<file path="src/rtl/iter_mul_pkg.sv">
package iter_mul_pkg;

  typedef enum logic [1:0] {
    ST_IDLE = 2'd0,
    ST_CALC = 2'd1,
    ST_DONE = 2'd2
  } mul_state_e;

  // Datapath steering produced by the controller each cycle
  typedef struct packed {
    logic load;  // capture operands, clear running sum
    logic step;  // shift both operand registers
    logic add;   // accumulate the shifted multiplicand
  } mul_ctl_t;

endpackage

</file>
<file path="src/rtl/iter_mul_ctrl.sv">
module iter_mul_ctrl
  import iter_mul_pkg::*;
#(
  parameter int W = 32
) (
  input  logic     clk,
  input  logic     rst_n,
  input  logic     req_val,
  input  logic     resp_rdy,
  input  logic     b_lsb,
  output logic     req_rdy,
  output logic     resp_val,
  output mul_ctl_t ctl
);

  localparam int CW = $clog2(W + 1);
  localparam logic [CW-1:0] STEP_LAST = CW'(W);

  mul_state_e state_q, state_d;
  logic [CW-1:0] cnt_q, cnt_d;
  logic cnt_en;
  logic below;

  assign below = (cnt_q != STEP_LAST);

  // next-state decode
  always_comb begin
    state_d = state_q;
    unique case (state_q)
      ST_IDLE: if (req_val)    state_d = ST_CALC;
      ST_CALC: if (!below)     state_d = ST_DONE;
      ST_DONE: if (resp_rdy)   state_d = ST_IDLE;
      default:                 state_d = ST_IDLE;
    endcase
  end

  // control outputs
  always_comb begin
    ctl.load = (state_q == ST_IDLE) && req_val;
    ctl.step = (state_q == ST_CALC) && below;
    ctl.add  = ctl.step && b_lsb;
    req_rdy  = (state_q == ST_IDLE);
    resp_val = (state_q == ST_DONE);
  end

  // step counter: cleared on load, advanced on each step
  always_comb begin
    cnt_en = ctl.load || ctl.step;
    cnt_d  = ctl.load ? '0 : cnt_q + CW'(1);
  end

  always_ff @(posedge clk or negedge rst_n) begin
    if (!rst_n) state_q <= ST_IDLE;
    else        state_q <= state_d;
  end

  always_ff @(posedge clk or negedge rst_n) begin
    if (!rst_n)      cnt_q <= '0;
    else if (cnt_en) cnt_q <= cnt_d;
  end

endmodule

</file>
<file path="src/rtl/iter_mul_dpath.sv">
module iter_mul_dpath
  import iter_mul_pkg::*;
#(
  parameter int W = 32
) (
  input  logic         clk,
  input  logic         rst_n,
  input  mul_ctl_t     ctl,
  input  logic [W-1:0] op_a,
  input  logic [W-1:0] op_b,
  output logic         b_lsb,
  output logic [W-1:0] sum
);

  logic [W-1:0] mcand_q, mcand_d;
  logic [W-1:0] mplier_q, mplier_d;
  logic [W-1:0] sum_q, sum_d;
  logic         opr_en, sum_en;

  // load-or-shift selection for both operand registers
  always_comb begin
    opr_en   = ctl.load || ctl.step;
    mcand_d  = ctl.load ? op_a : {mcand_q[W-2:0], 1'b0};
    mplier_d = ctl.load ? op_b : {1'b0, mplier_q[W-1:1]};
  end

  // clear-or-accumulate selection for the running sum
  always_comb begin
    sum_en = ctl.load || ctl.add;
    sum_d  = ctl.load ? '0 : sum_q + mcand_q;
  end

  always_ff @(posedge clk or negedge rst_n) begin
    if (!rst_n) begin
      mcand_q  <= '0;
      mplier_q <= '0;
    end else if (opr_en) begin
      mcand_q  <= mcand_d;
      mplier_q <= mplier_d;
    end
  end

  always_ff @(posedge clk or negedge rst_n) begin
    if (!rst_n)      sum_q <= '0;
    else if (sum_en) sum_q <= sum_d;
  end

  assign b_lsb = mplier_q[0];
  assign sum   = sum_q;

endmodule

</file>
<file path="src/rtl/iter_mul.sv">
module iter_mul
  import iter_mul_pkg::*;
#(
  parameter int W = 32
) (
  input  logic           clk,
  input  logic           rst_n,
  input  logic           req_val,
  output logic           req_rdy,
  input  logic [2*W-1:0] req_msg,
  output logic           resp_val,
  input  logic           resp_rdy,
  output logic [W-1:0]   resp_data
);

  mul_ctl_t ctl;
  logic     b_lsb;
  logic [W-1:0] op_a, op_b;

  // operand fields: A high half, B low half
  assign op_a = req_msg[2*W-1:W];
  assign op_b = req_msg[W-1:0];

  iter_mul_ctrl #(.W(W)) u_ctrl (
    .clk      (clk),
    .rst_n    (rst_n),
    .req_val  (req_val),
    .resp_rdy (resp_rdy),
    .b_lsb    (b_lsb),
    .req_rdy  (req_rdy),
    .resp_val (resp_val),
    .ctl      (ctl)
  );

  iter_mul_dpath #(.W(W)) u_dpath (
    .clk   (clk),
    .rst_n (rst_n),
    .ctl   (ctl),
    .op_a  (op_a),
    .op_b  (op_b),
    .b_lsb (b_lsb),
    .sum   (resp_data)
  );

endmodule

</file>
<file path="config.mk">
export PLATFORM = sky130hd
export DESIGN_NAME = iter_mul
export DESIGN_NICKNAME = d
export VERILOG_FILES = /design/src/rtl/iter_mul_pkg.sv /design/src/rtl/iter_mul_ctrl.sv /design/src/rtl/iter_mul_dpath.sv /design/src/rtl/iter_mul.sv
export SDC_FILE = /design/constraint.sdc
export NUM_CORES = 1
export LEC_CHECK = 0
export BUFFER_PORTS_ARGS = -buffer_cell sky130_fd_sc_hd__buf_4
export CAP_MARGIN = 15
export CORE_UTILIZATION = 47
export DETAILED_ROUTE_END_ITERATION = 7
export GPL_ROUTABILITY_DRIVEN = 0
export PLACE_DENSITY = 0.68
export SETUP_SLACK_MARGIN = 0.5
export SYNTH_ARGS = -nofsm -noshare
export SYNTH_HDL_FRONTEND = slang
export SYNTH_HIERARCHICAL = 1
export SYNTH_SLANG_ARGS = --single-unit
export TNS_END_PERCENT = 100
</file>
<file path="constraint.sdc">
create_clock -name clk -period 4.05 [get_ports clk]
set_input_delay 0.2025 -clock clk [delete_from_list [all_inputs] [get_ports clk]]
set_output_delay 0.2025 -clock clk [all_outputs]
set_load 0.01 [all_outputs]
</file>
==> impl_metrics.json, run 1 <==
{
  "run_status": "finished clean",
  "clk_pin_slew_ns": 0.08,
  "avgSynthCellArea_um2": 9.17,
  "fin_area_um2": 7670,
  "cts_tree": "yes",
  "drc": 0,
  "rows": 42,
  "routedWlPerCell_um": 15.6,
  "initial_core_util_pct": 48.5,
  "crit_arrival_ns": 3.53,
  "grt_pass1_wl_mm": 25.3,
  "rsz0062_at_grt": "false",
  "drv_slew": 0,
  "crit_path_end_kind": "flip-flop",
  "max_freq_ghz": 0.305,
  "drtIter0Drc": 282,
  "yosys_warnings": 6,
  "nFillCells": 1174,
  "post_cts_buffers": 0,
  "vias": 5478,
  "async_flop_share_pct": 100,
  "yosysTopAreaCell": "dfrtp_1",
  "skew_ns": 0.0122,
  "utilization_pct": 57.7,
  "dp_cells": 950,
  "first_global_vias": 5186,
  "h-tree-depth": 3,
  "wl_mm": 15.1,
  "hold_viol": 0,
  "placed_cell_area_um2": 7360,
  "worstPathRequired_ns": 4.30,
  "worstSetupStartpoint": "u_dpath/sum[0]$_DFFE_PN0P_",
  "finalCritPeriodShare_pct": 81.0,
  "syn_area_um2": 6450,
  "fin_nets": 889,
  "setup_viol": 0,
  "final.setup.tns_ns": 0,
  "drt_first_pass_iters": 5,
  "synth-seq-cells": 104,
  "tightest_slew_ns": 0.776,
  "min-delay-start": "req_msg[46]",
  "synth_edf_count": 0,
  "stdcell_count": 968,
  "ios": 102,
  "antenna_found_initial": 0,
  "synth-seq-area-share_pct": 40.3,
  "die_x_um": 119,
  "cts_buffers": 9,
  "reg2reg_from": "u_dpath/sum[0]$_DFFE_PN0P_",
  "finalPower_mw": 5.77,
  "cp-start-kind": "flip-flop",
  "portBuffers": 101,
  "area_growth_pct": 18.9,
  "overflow": 0,
  "ys.flop_type": "dfrtp_1",
  "clock_sinks": 104,
  "synth.top_cell.area_share_pct": 40.3,
  "period_minus_slack_ns": 3.28,
  "critPathKind": "flip-flop to flip-flop",
  "via_per_inst": 5.66,
  "ys_types": 68,
  "clockRootBuffer": "clkbuf_16",
  "drive_above_1_share_pct": 17.6,
  "clockBufferDepth": 2,
  "peakVddDrop_uv": 368,
  "syn_inst": 704,
  "synth_nets": 806,
  "die_y_um": 119,
  "fin_ws_ns": 0.768,
  "cellPowerDensity_nw_per_um2": 752,
  "core_region_area_um2": 13300,
  "synth_area_leaders": "dfrtp_1 40%, mux2i_1 11%, o21ai_0 7.0%",
  "p_leak_nw": 3.96,
  "hold_path.class": "primary input to flip-flop",
  "timing.hold.ws_ns": 0.0431,
  "preCtsSetupSlack_ns": 0.796,
  "drt.antenna.violating_nets": 0,
  "grt.total_usage_pct": 22.1,
  "clock_latency_ns": 0.36,
  "num_antenna_cells": 0,
  "worst-path-max-fanout": 5,
  "max-slew-margin-rel_pct": 48.3,
  "dieArea_um2": 14200,
  "dp_hpwl_mm": 10.9,
  "grt_max_degree": 68,
  "cap_violations": 0
}
## report_power, final
part | switching (mW) | internal (mW) | leakage, nW
logic | 1.72 | 1.37 | 2.47
registers | 0.357 | 1.46 | 1.35
clock network | 0.434 | 0.435 | 0.142
total | 2.51 | 3.26 | 3.96
## layout make-up
cell class / count / area [um2] / share of cell area, %
Timing Repair Buffer: 110 / 832 / 10.8
Multi-Input combinational cell: 547 / 3670 / 47.8
Tap cell: 176 / 220 / 2.87
Clock inverter: 7 / 70.1 / 0.913
Inverter: 15 / 56.3 / 0.734
Clock buffer: 9 / 225 / 2.94
Sequential cell: 104 / 2600 / 33.9
## what timing repair did
action / CTS / global route
hold endpoints to repair: 45 / 0
gates resized for setup: 0 / 0
hold buffers: 1 / 0
## worst max-delay path: stages, from the launching register on
cell	delay, ns
dfrtp_1	0.38
ha_1	0.21
inv_1	0.06
fa_1	0.40
nor2b_1	0.16
o211ai_1	0.14
a211oi_1	0.51
o2111ai_1	0.29
nor3b_1	0.22
nor3_1	0.20
mux2_1	0.34
a211o_1	0.26
## cell usage after synthesis (2+ instances only)
cell type and count:
nor3b_1 4, nand4_1 5, dfrtp_1 104, a221o_1 3, nand3_1 12, inv_1 15, a22o_1 2, nand2b_1 8
nor4b_1 4, mux2i_1 73, buf_1 7, xor2_1 6, clkbuf_1 30, a211oi_1 4, o21a_1 3, a31oi_1 4
ha_1 33, o31a_1 2, a221oi_1 2, and2_1 2, or2_2 2, o311ai_1 4, xnor2_1 10, or3_1 3
a211o_1 3, nor3_1 11, o31ai_1 2, nor2b_1 7, or4_1 3, o21ai_0 90, o21ai_1 3, and3_1 8
nand3b_1 3, o211ai_1 4, nor2_1 40, nand2_1 95, a21oi_1 40, a21o_1 23
## flip-flops by register name (all words and copies together) (netlist names)
register and count:
u_dpath/mplier_q 32, u_ctrl/cnt_q 6, u_dpath/sum 32, u_dpath/mcand_q 32, u_ctrl/state_q 2
## final timing paths
check,end,slack (ns),depth (start not counted)
max,u_dpath/sum[30]$_DFFE_PN0P_,0.77,11
min reg2reg,u_dpath/sum[12]$_DFFE_PN0P_,0.53,2
min,u_dpath/mcand_q[14]$_DFFE_PN0P_,0.04,3
min in group asynchronous,u_dpath/mcand_q[16]$_DFFE_PN0P_,0.48,3
max reg2reg,u_dpath/sum[30]$_DFFE_PN0P_,0.77,11
max in group asynchronous,u_dpath/mplier_q[22]$_DFFE_PN0P_,2.98,3
## placed cells by master, fill, tap and decap left out, drive strengths merged, types with 13 or more instances in the layout
cell   netlist  layout
inv         15      19
mux2i       73      73
nand2       95      95
dfrtp      104     104
nor2        40      40
o21ai       93      93
a21oi       41      41
a21o        23      23
ha          33      33
buf          8     109
nand3       13      13
## per-layer routing
| layer | share of wire (%) | vias up | global-route usage, % |
|---|---|---|---|
| met5 | 0 | - | 0 |
| met3 | 5.5 | 11 | 5.89 |
| met4 | 0.89 | 0 | 5.46 |
| li1 | - | 2712 | - |
| met1 | 47 | 2605 | 29.8 |
| met2 | 47 | 150 | 35.1 |
## kinds of logic after synthesis
kind of cell,share of synthesized area (%)
adder cells (fa/ha/maj),6.71
multiplexers,11.7
XOR/XNOR,2.17
AO/OA/AOI/OAI,20.0
buffers and inverters,3.10
AND/OR/NAND/NOR,16.0
flip-flops,40.3
Note: power is estimated with default switching activity, not from simulation.
==> run 2: changes to the inputs <==
==> constraint.sdc (replaced) <==
create_clock -name clk -period 3.35 [get_ports clk]
set_input_delay 0.1675 -clock clk [delete_from_list [all_inputs] [get_ports clk]]
set_output_delay 0.1675 -clock clk [all_outputs]
set_load 0.01 [all_outputs]
==> impl_metrics.json, run 2 (synthesis results as in run 1) <==
{
  "swShare_pct": 42.9,
  "final.setup.tns_ns": 0,
  "layout_common_cells": "120 x buf_4, 104 x dfrtp_1, 95 x nand2_1",
  "critPathKind": "flip-flop to flip-flop",
  "clk_pin_slew_ns": 0.08,
  "power_switching_mw": 3.13,
  "crit_family": "compound AO/OA/AOI/OAI gates",
  "run_status": "finished clean",
  "vias": 5565,
  "drive_above_1_share_pct": 20.9,
  "initial_core_util_pct": 48.5,
  "crit_arrival_ns": 3.24,
  "cts_tree": "yes",
  "setup_viol": 0,
  "drt.antenna.violating_nets": 0,
  "ios": 102,
  "power.clock.fraction_pct": 15.3,
  "cp-start-kind": "flip-flop",
  "grt_max_degree": 161,
  "cts_buffers": 9,
  "drt_first_pass_iters": 5,
  "dieArea_um2": 14200,
  "critPathSlowestCell": "or4_1",
  "max-slew-margin-rel_pct": 38.0,
  "rsz0062_at_grt": "true",
  "p_leak_nw": 4.07,
  "peakVddDrop_uv": 507,
  "clock_latency_ns": 0.37,
  "num_antenna_cells": 0,
  "path_common_cell": "a211o_1",
  "drc": 0,
  "hold_path.class": "primary input to flip-flop",
  "via_per_inst": 5.66,
  "wl_mm": 15.6,
  "cellPowerDensity_nw_per_um2": 913,
  "first_global_vias": 5532,
  "preCtsSetupSlack_ns": 0.238,
  "cap_violations": 0,
  "nFillCells": 1145,
  "antenna_found_initial": 0,
  "area_growth_pct": 23.7,
  "portBuffers": 101,
  "grt_pass1_wl_mm": 26.5,
  "max_freq_ghz": 0.340,
  "crit_path_end_kind": "flip-flop",
  "finalCritPeriodShare_pct": 87.8,
  "finalPower_mw": 7.30,
  "drv_slew": 0,
  "clockRootBuffer": "clkbuf_16",
  "cp_num_buf_inv": 1,
  "power_frac_comb_pct": 54.5,
  "crit_chain": "ha_1 > a211o_1 > a211o_1 > buf_4 > a2111oi_4 > o21ai_2 > a311oi_2 > nor2_1 > or4_1 > nand3_1",
  "critPathMaxStageDelay_ns": 0.48,
  "grt.total_usage_pct": 23.0,
  "overflow": 0,
  "clock_sinks": 104,
  "period_minus_slack_ns": 2.94,
  "fin_nets": 905,
  "routedWlPerCell_um": 15.9,
  "tightest_slew_ns": 0.931,
  "skew_ns": 0.0136,
  "worstPathRequired_ns": 3.65,
  "r2r_setup_slack_ns": 0.41,
  "intPower_mw": 4.16,
  "power_frac_seq_pct": 30.2,
  "fin_area_um2": 7990,
  "layout_commonest_cell": "buf_4",
  "die_y_um": 119,
  "dp_hpwl_mm": 10.6,
  "hold_viol": 0,
  "placed_cell_area_um2": 7400,
  "fin_ws_ns": 0.408,
  "rows": 42,
  "h-tree-depth": 3,
  "worst-path-max-fanout": 3,
  "core_region_area_um2": 13300,
  "drtIter0Drc": 372,
  "die_x_um": 119,
  "clockBufferDepth": 2
}
run 2: cell count changes in the layout (fill, tap and decap cells not counted), moves of 2 or more:
cell / before / now
buf_4: 108 / 120
nor3_2: 0 / 2
buf_12: 0 / 2
nor3_1: 11 / 9
ha_4: 0 / 4
dlygate4sd3_1: 1 / 4
ha_1: 33 / 29
run 2: layout make-up:
cell class                      count  area (um2)  area share (%)
Clock inverter                      7        88.8            1.11
Clock buffer                        9         225            2.82
Inverter                           15        56.3           0.705
Tap cell                          176         220            2.76
Timing Repair Buffer              126         981            12.3
Multi-Input combinational cell    547        3810            47.7
Sequential cell                   104        2600            32.6
run 2: metal layers:
layer	vias to the layer above	GRT usage, %	share of wire, %
li1	2750	-	-
met1	2671	29.9	46
met2	120	37.9	48
met3	24	4.89	4.2
met4	0	8.23	1.8
met5	-	0	0
run 2: worst min-delay path, cell delays in order:
cell and delay [ns]:
buf_4 0.08, nand2_1 0.04, o21ai_0 0.06
run 2: final timing paths:
check / startpoint / end / depth (start not counted)
min in group asynchronous: rst_n / u_dpath/mcand_q[20]$_DFFE_PN0P_ / 2
hold / removal: req_msg[5] / u_dpath/mplier_q[5]$_DFFE_PN0P_ / 3
max in group asynchronous: rst_n / u_dpath/mplier_q[7]$_DFFE_PN0P_ / 3
setup reg to reg: u_dpath/sum[1]$_DFFE_PN0P_ / u_dpath/sum[29]$_DFFE_PN0P_ / 10
setup / recovery: u_dpath/sum[1]$_DFFE_PN0P_ / u_dpath/sum[29]$_DFFE_PN0P_ / 10
hold reg to reg: u_dpath/sum[14]$_DFFE_PN0P_ / u_dpath/sum[14]$_DFFE_PN0P_ / 2
run 2: timing repair:
action	CTS	global route
pin swaps	13	8
hold buffers	4	0
hold endpoints to repair	64	0
gates cloned	0	0
endpoints found under the setup margin	8	9
buffers inserted	7	6
resized for setup	10	12
run 2: power groups by stage:
| stage | logic (mW) | registers, mW | clock network [mW] |
|---|---|---|---|
| 2_1_floorplan | 2.67 | 2.16 | 0 |
| 3_3_place_gp | 3.64 | 2.19 | 0 |
| 3_5_place_dp | 3.74 | 2.21 | 0 |
| 4_1_cts | 3.85 | 2.19 | 1.15 |
| 5_1_grt | 4.40 | 2.28 | 1.19 |
| 6_report | 3.98 | 2.20 | 1.12 |
run 2: per-stage QoR:
step	util, %	hold WS (ns)	instances
2_1_floorplan	-	-0.128	704
3_3_place_gp	55.6	0.372	951
3_5_place_dp	55.6	0.374	951
4_1_cts	59.1	0.000291	978
5_1_grt	60.1	0.0167	984
6_report	60.1	0.00556	984
==> run 3: changes to the inputs <==
--- a/config.mk
+++ b/config.mk
@@ -14,6 +14,5 @@
 export SETUP_SLACK_MARGIN = 0.5
 export SYNTH_ARGS = -nofsm -noshare
 export SYNTH_HDL_FRONTEND = slang
-export SYNTH_HIERARCHICAL = 1
 export SYNTH_SLANG_ARGS = --single-unit
 export TNS_END_PERCENT = 100
==> impl_metrics.json, run 3 <==
{
  "dieArea_um2": 13800,
  "utilization_pct": 58.2,
  "clock_sinks": 104,
  "ios": 102,
  "intPower_mw": 4.35,
  "die_x_um": 118,
  "hold_path.class": "primary input to flip-flop",
  "drtIter0Drc": 342,
  "run_status": "finished clean",
  "via_per_inst": 5.64,
  "cap_violations": 0,
  "setup.worst_path.end": "u_dpath.sum[26]$_DFFE_PN0P_",
  "tightest_slew_ns": 0.784,
  "cellPowerDensity_nw_per_um2": 1080,
  "power_frac_seq_pct": 29.4,
  "worst-path-max-fanout": 5,
  "worstPathRequired_ns": 3.58,
  "final.setup.tns_ns": 0,
  "yosysTopAreaCell": "dfrtp_1",
  "syn_inst": 758,
  "yosys_warnings": 0,
  "power_switching_mw": 3.71,
  "overflow": 0,
  "syn_area_um2": 6280,
  "power.clock.fraction_pct": 12.8,
  "grt_max_degree": 105,
  "peakVddDrop_uv": 392,
  "rsz0062_at_grt": "false",
  "synth-seq-area-share_pct": 41.4,
  "area_growth_pct": 18.7,
  "cts_buffers": 9,
  "rows": 41,
  "routedWlPerCell_um": 15.2,
  "cts_tree": "yes",
  "initial_core_util_pct": 49.0,
  "wl_mm": 15.3,
  "dp_hpwl_mm": 10.9,
  "worstSetupStartpoint": "u_dpath.sum[0]$_DFFE_PN0P_",
  "critPathKind": "flip-flop to flip-flop",
  "swShare_pct": 46.0,
  "clockRootBuffer": "clkbuf_16",
  "synth_edf_count": 0,
  "core_region_area_um2": 12800,
  "placed_cell_area_um2": 7160,
  "max_freq_ghz": 0.371,
  "synth_nets": 860,
  "fin_nets": 933,
  "top_usage_layer": "met2",
  "first_global_vias": 5553,
  "synth_most_common_cell": "nand2_1",
  "reg2reg_depth": 9,
  "reg2reg_from": "u_dpath.sum[0]$_DFFE_PN0P_",
  "crit_arrival_ns": 2.92,
  "clk_pin_slew_ns": 0.07,
  "grt_pass1_wl_mm": 26.6,
  "vias": 5689,
  "clock_latency_ns": 0.36,
  "antenna_found_initial": 0,
  "hold_viol": 0,
  "period_minus_slack_ns": 2.70,
  "drt.antenna.violating_nets": 0,
  "fin_area_um2": 7460,
  "r2r_setup_slack_ns": 0.65,
  "setup_viol": 0,
  "grt_use_met3_pct": 5.72,
  "finalCritPeriodShare_pct": 80.5,
  "skew_ns": 0.0109,
  "die_y_um": 118,
  "synth.top_cell.area_share_pct": 41.4,
  "synth-seq-cells": 104,
  "layout_common_cells": "167 x nand2_1, 108 x buf_4, 104 x dfrtp_1",
  "grt.total_usage_pct": 23.4,
  "ys_types": 67,
  "layout_commonest_cell": "nand2_1",
  "p_leak_nw": 3.46,
  "crit_path_end_kind": "flip-flop",
  "power_frac_comb_pct": 57.9,
  "drt_first_pass_iters": 5,
  "timing.rr.end": "u_dpath.sum[26]$_DFFE_PN0P_",
  "synth_area_leaders": "dfrtp_1 41%, nand2_1 10%, a31oi_1 6.7%",
  "avgSynthCellArea_um2": 8.29,
  "num_antenna_cells": 0,
  "max-slew-margin-rel_pct": 47.7,
  "gr-usage-met1_pct": 30.1,
  "clockBufferDepth": 2,
  "post_cts_buffers": 0,
  "cp-start-kind": "flip-flop",
  "drv_slew": 0,
  "synth_commonest_cells": "168 x nand2_1, 104 x dfrtp_1, 88 x nor2_1",
  "h-tree-depth": 3,
  "drc": 0,
  "use_met2_pct": 39.6,
  "ys.flop_type": "dfrtp_1",
  "portBuffers": 101,
  "async_flop_share_pct": 100,
  "drive_above_1_share_pct": 17.6
}
-- run 3: changes by cell type in the layout (fill, tap and decap cells not counted), moves of 27 or more --
cell,delta
nand2_1,+72
a31oi_1,+62
o21ai_0,-46
nor2_1,+49
nand3_1,+27
mux2i_1,-70
-- run 3: worst min path at each step --
stage | from | end | slack, ns | cells past startpoint
floorplan | rst_n | u_ctrl.cnt_q[0]$_DFFE_PN0P_ | -0.13 | 0
global placement | rst_n | u_dpath.mcand_q[11]$_DFFE_PN0P_ | 0.28 | 2
detailed placement | rst_n | u_dpath.sum[12]$_DFFE_PN0P_ | 0.29 | 2
CTS | req_msg[63] | u_dpath.mcand_q[31]$_DFFE_PN0P_ | 0.01 | 3
global route | req_msg[31] | u_dpath.mplier_q[31]$_DFFE_PN0P_ | 0.03 | 3
finish | req_msg[63] | u_dpath.mcand_q[31]$_DFFE_PN0P_ | 0.02 | 3
-- run 3: cells by family (layout without fill, tap and decap cells) --
group / count (synthesis) / in the layout / synth area share, %
compound gates: 197 / 197 / 20.5
xor+xnor: 31 / 31 / 4.32
fa+ha+maj: 34 / 34 / 6.89
buf+inv: 55 / 133 / 3.76
flops: 104 / 104 / 41.4
mux: 3 / 3 / 0.478
simple gates: 334 / 334 / 22.7
-- run 3: critical path, cell delays in order (launching register included) --
cell and delay (ns):
dfrtp_1 0.40, ha_1 0.25, fa_1 0.44, a21o_1 0.23, a31o_2 0.29, a31oi_4 0.19, o31ai_4 0.14, a211oi_4 0.35
o31a_2 0.19, o211ai_1 0.08
-- run 3: repair_timing --
item	CTS	global route
hold buffers	1	0
endpoints found under the hold margin	104	0
gates resized for setup	0	0
-- run 3: power groups by stage --
stage / Clock, mW / Combinational (mW) / Sequential, mW
detailed placement: 0 / 4.62 / 2.38
CTS: 1.06 / 4.66 / 2.37
global placement: 0 / 4.51 / 2.35
floorplan: 0 / 3.46 / 2.32
global route: 1.11 / 5.26 / 2.45
finish: 1.03 / 4.67 / 2.37
-- run 3: through the flow --
stage | hold WS (ns) | cells | setup slack, ns | power, mW
global placement | 0.281 | 991 | 0.777 | 6.86
detailed placement | 0.286 | 991 | 0.684 | 7.01
finish | 0.0219 | 1008 | 0.654 | 8.06
floorplan | -0.128 | 758 | 0.874 | 5.78
global route | 0.0306 | 1008 | 0.530 | 8.82
CTS | 0.0116 | 1008 | 0.662 | 8.09
-- run 3: layout make-up --
class / count / area (um2)
timing repair buffer: 111 / 861
clock inverter: 6 / 50.0
tap: 172 / 215
multi-input combinational: 599 / 3470
sequential: 104 / 2600
clock buffer: 10 / 239
inverter: 6 / 22.5
fill: 1176 / 5370
-- run 3: metal layers --
layer  up-vias  routed length [um]  share of wire, %
li1       2795                   -                 -
met1      2746                6830                44
met2       135                7650                50
met3        13                 722               4.7
met4         0                 141              0.92
met5         -                   0                 0
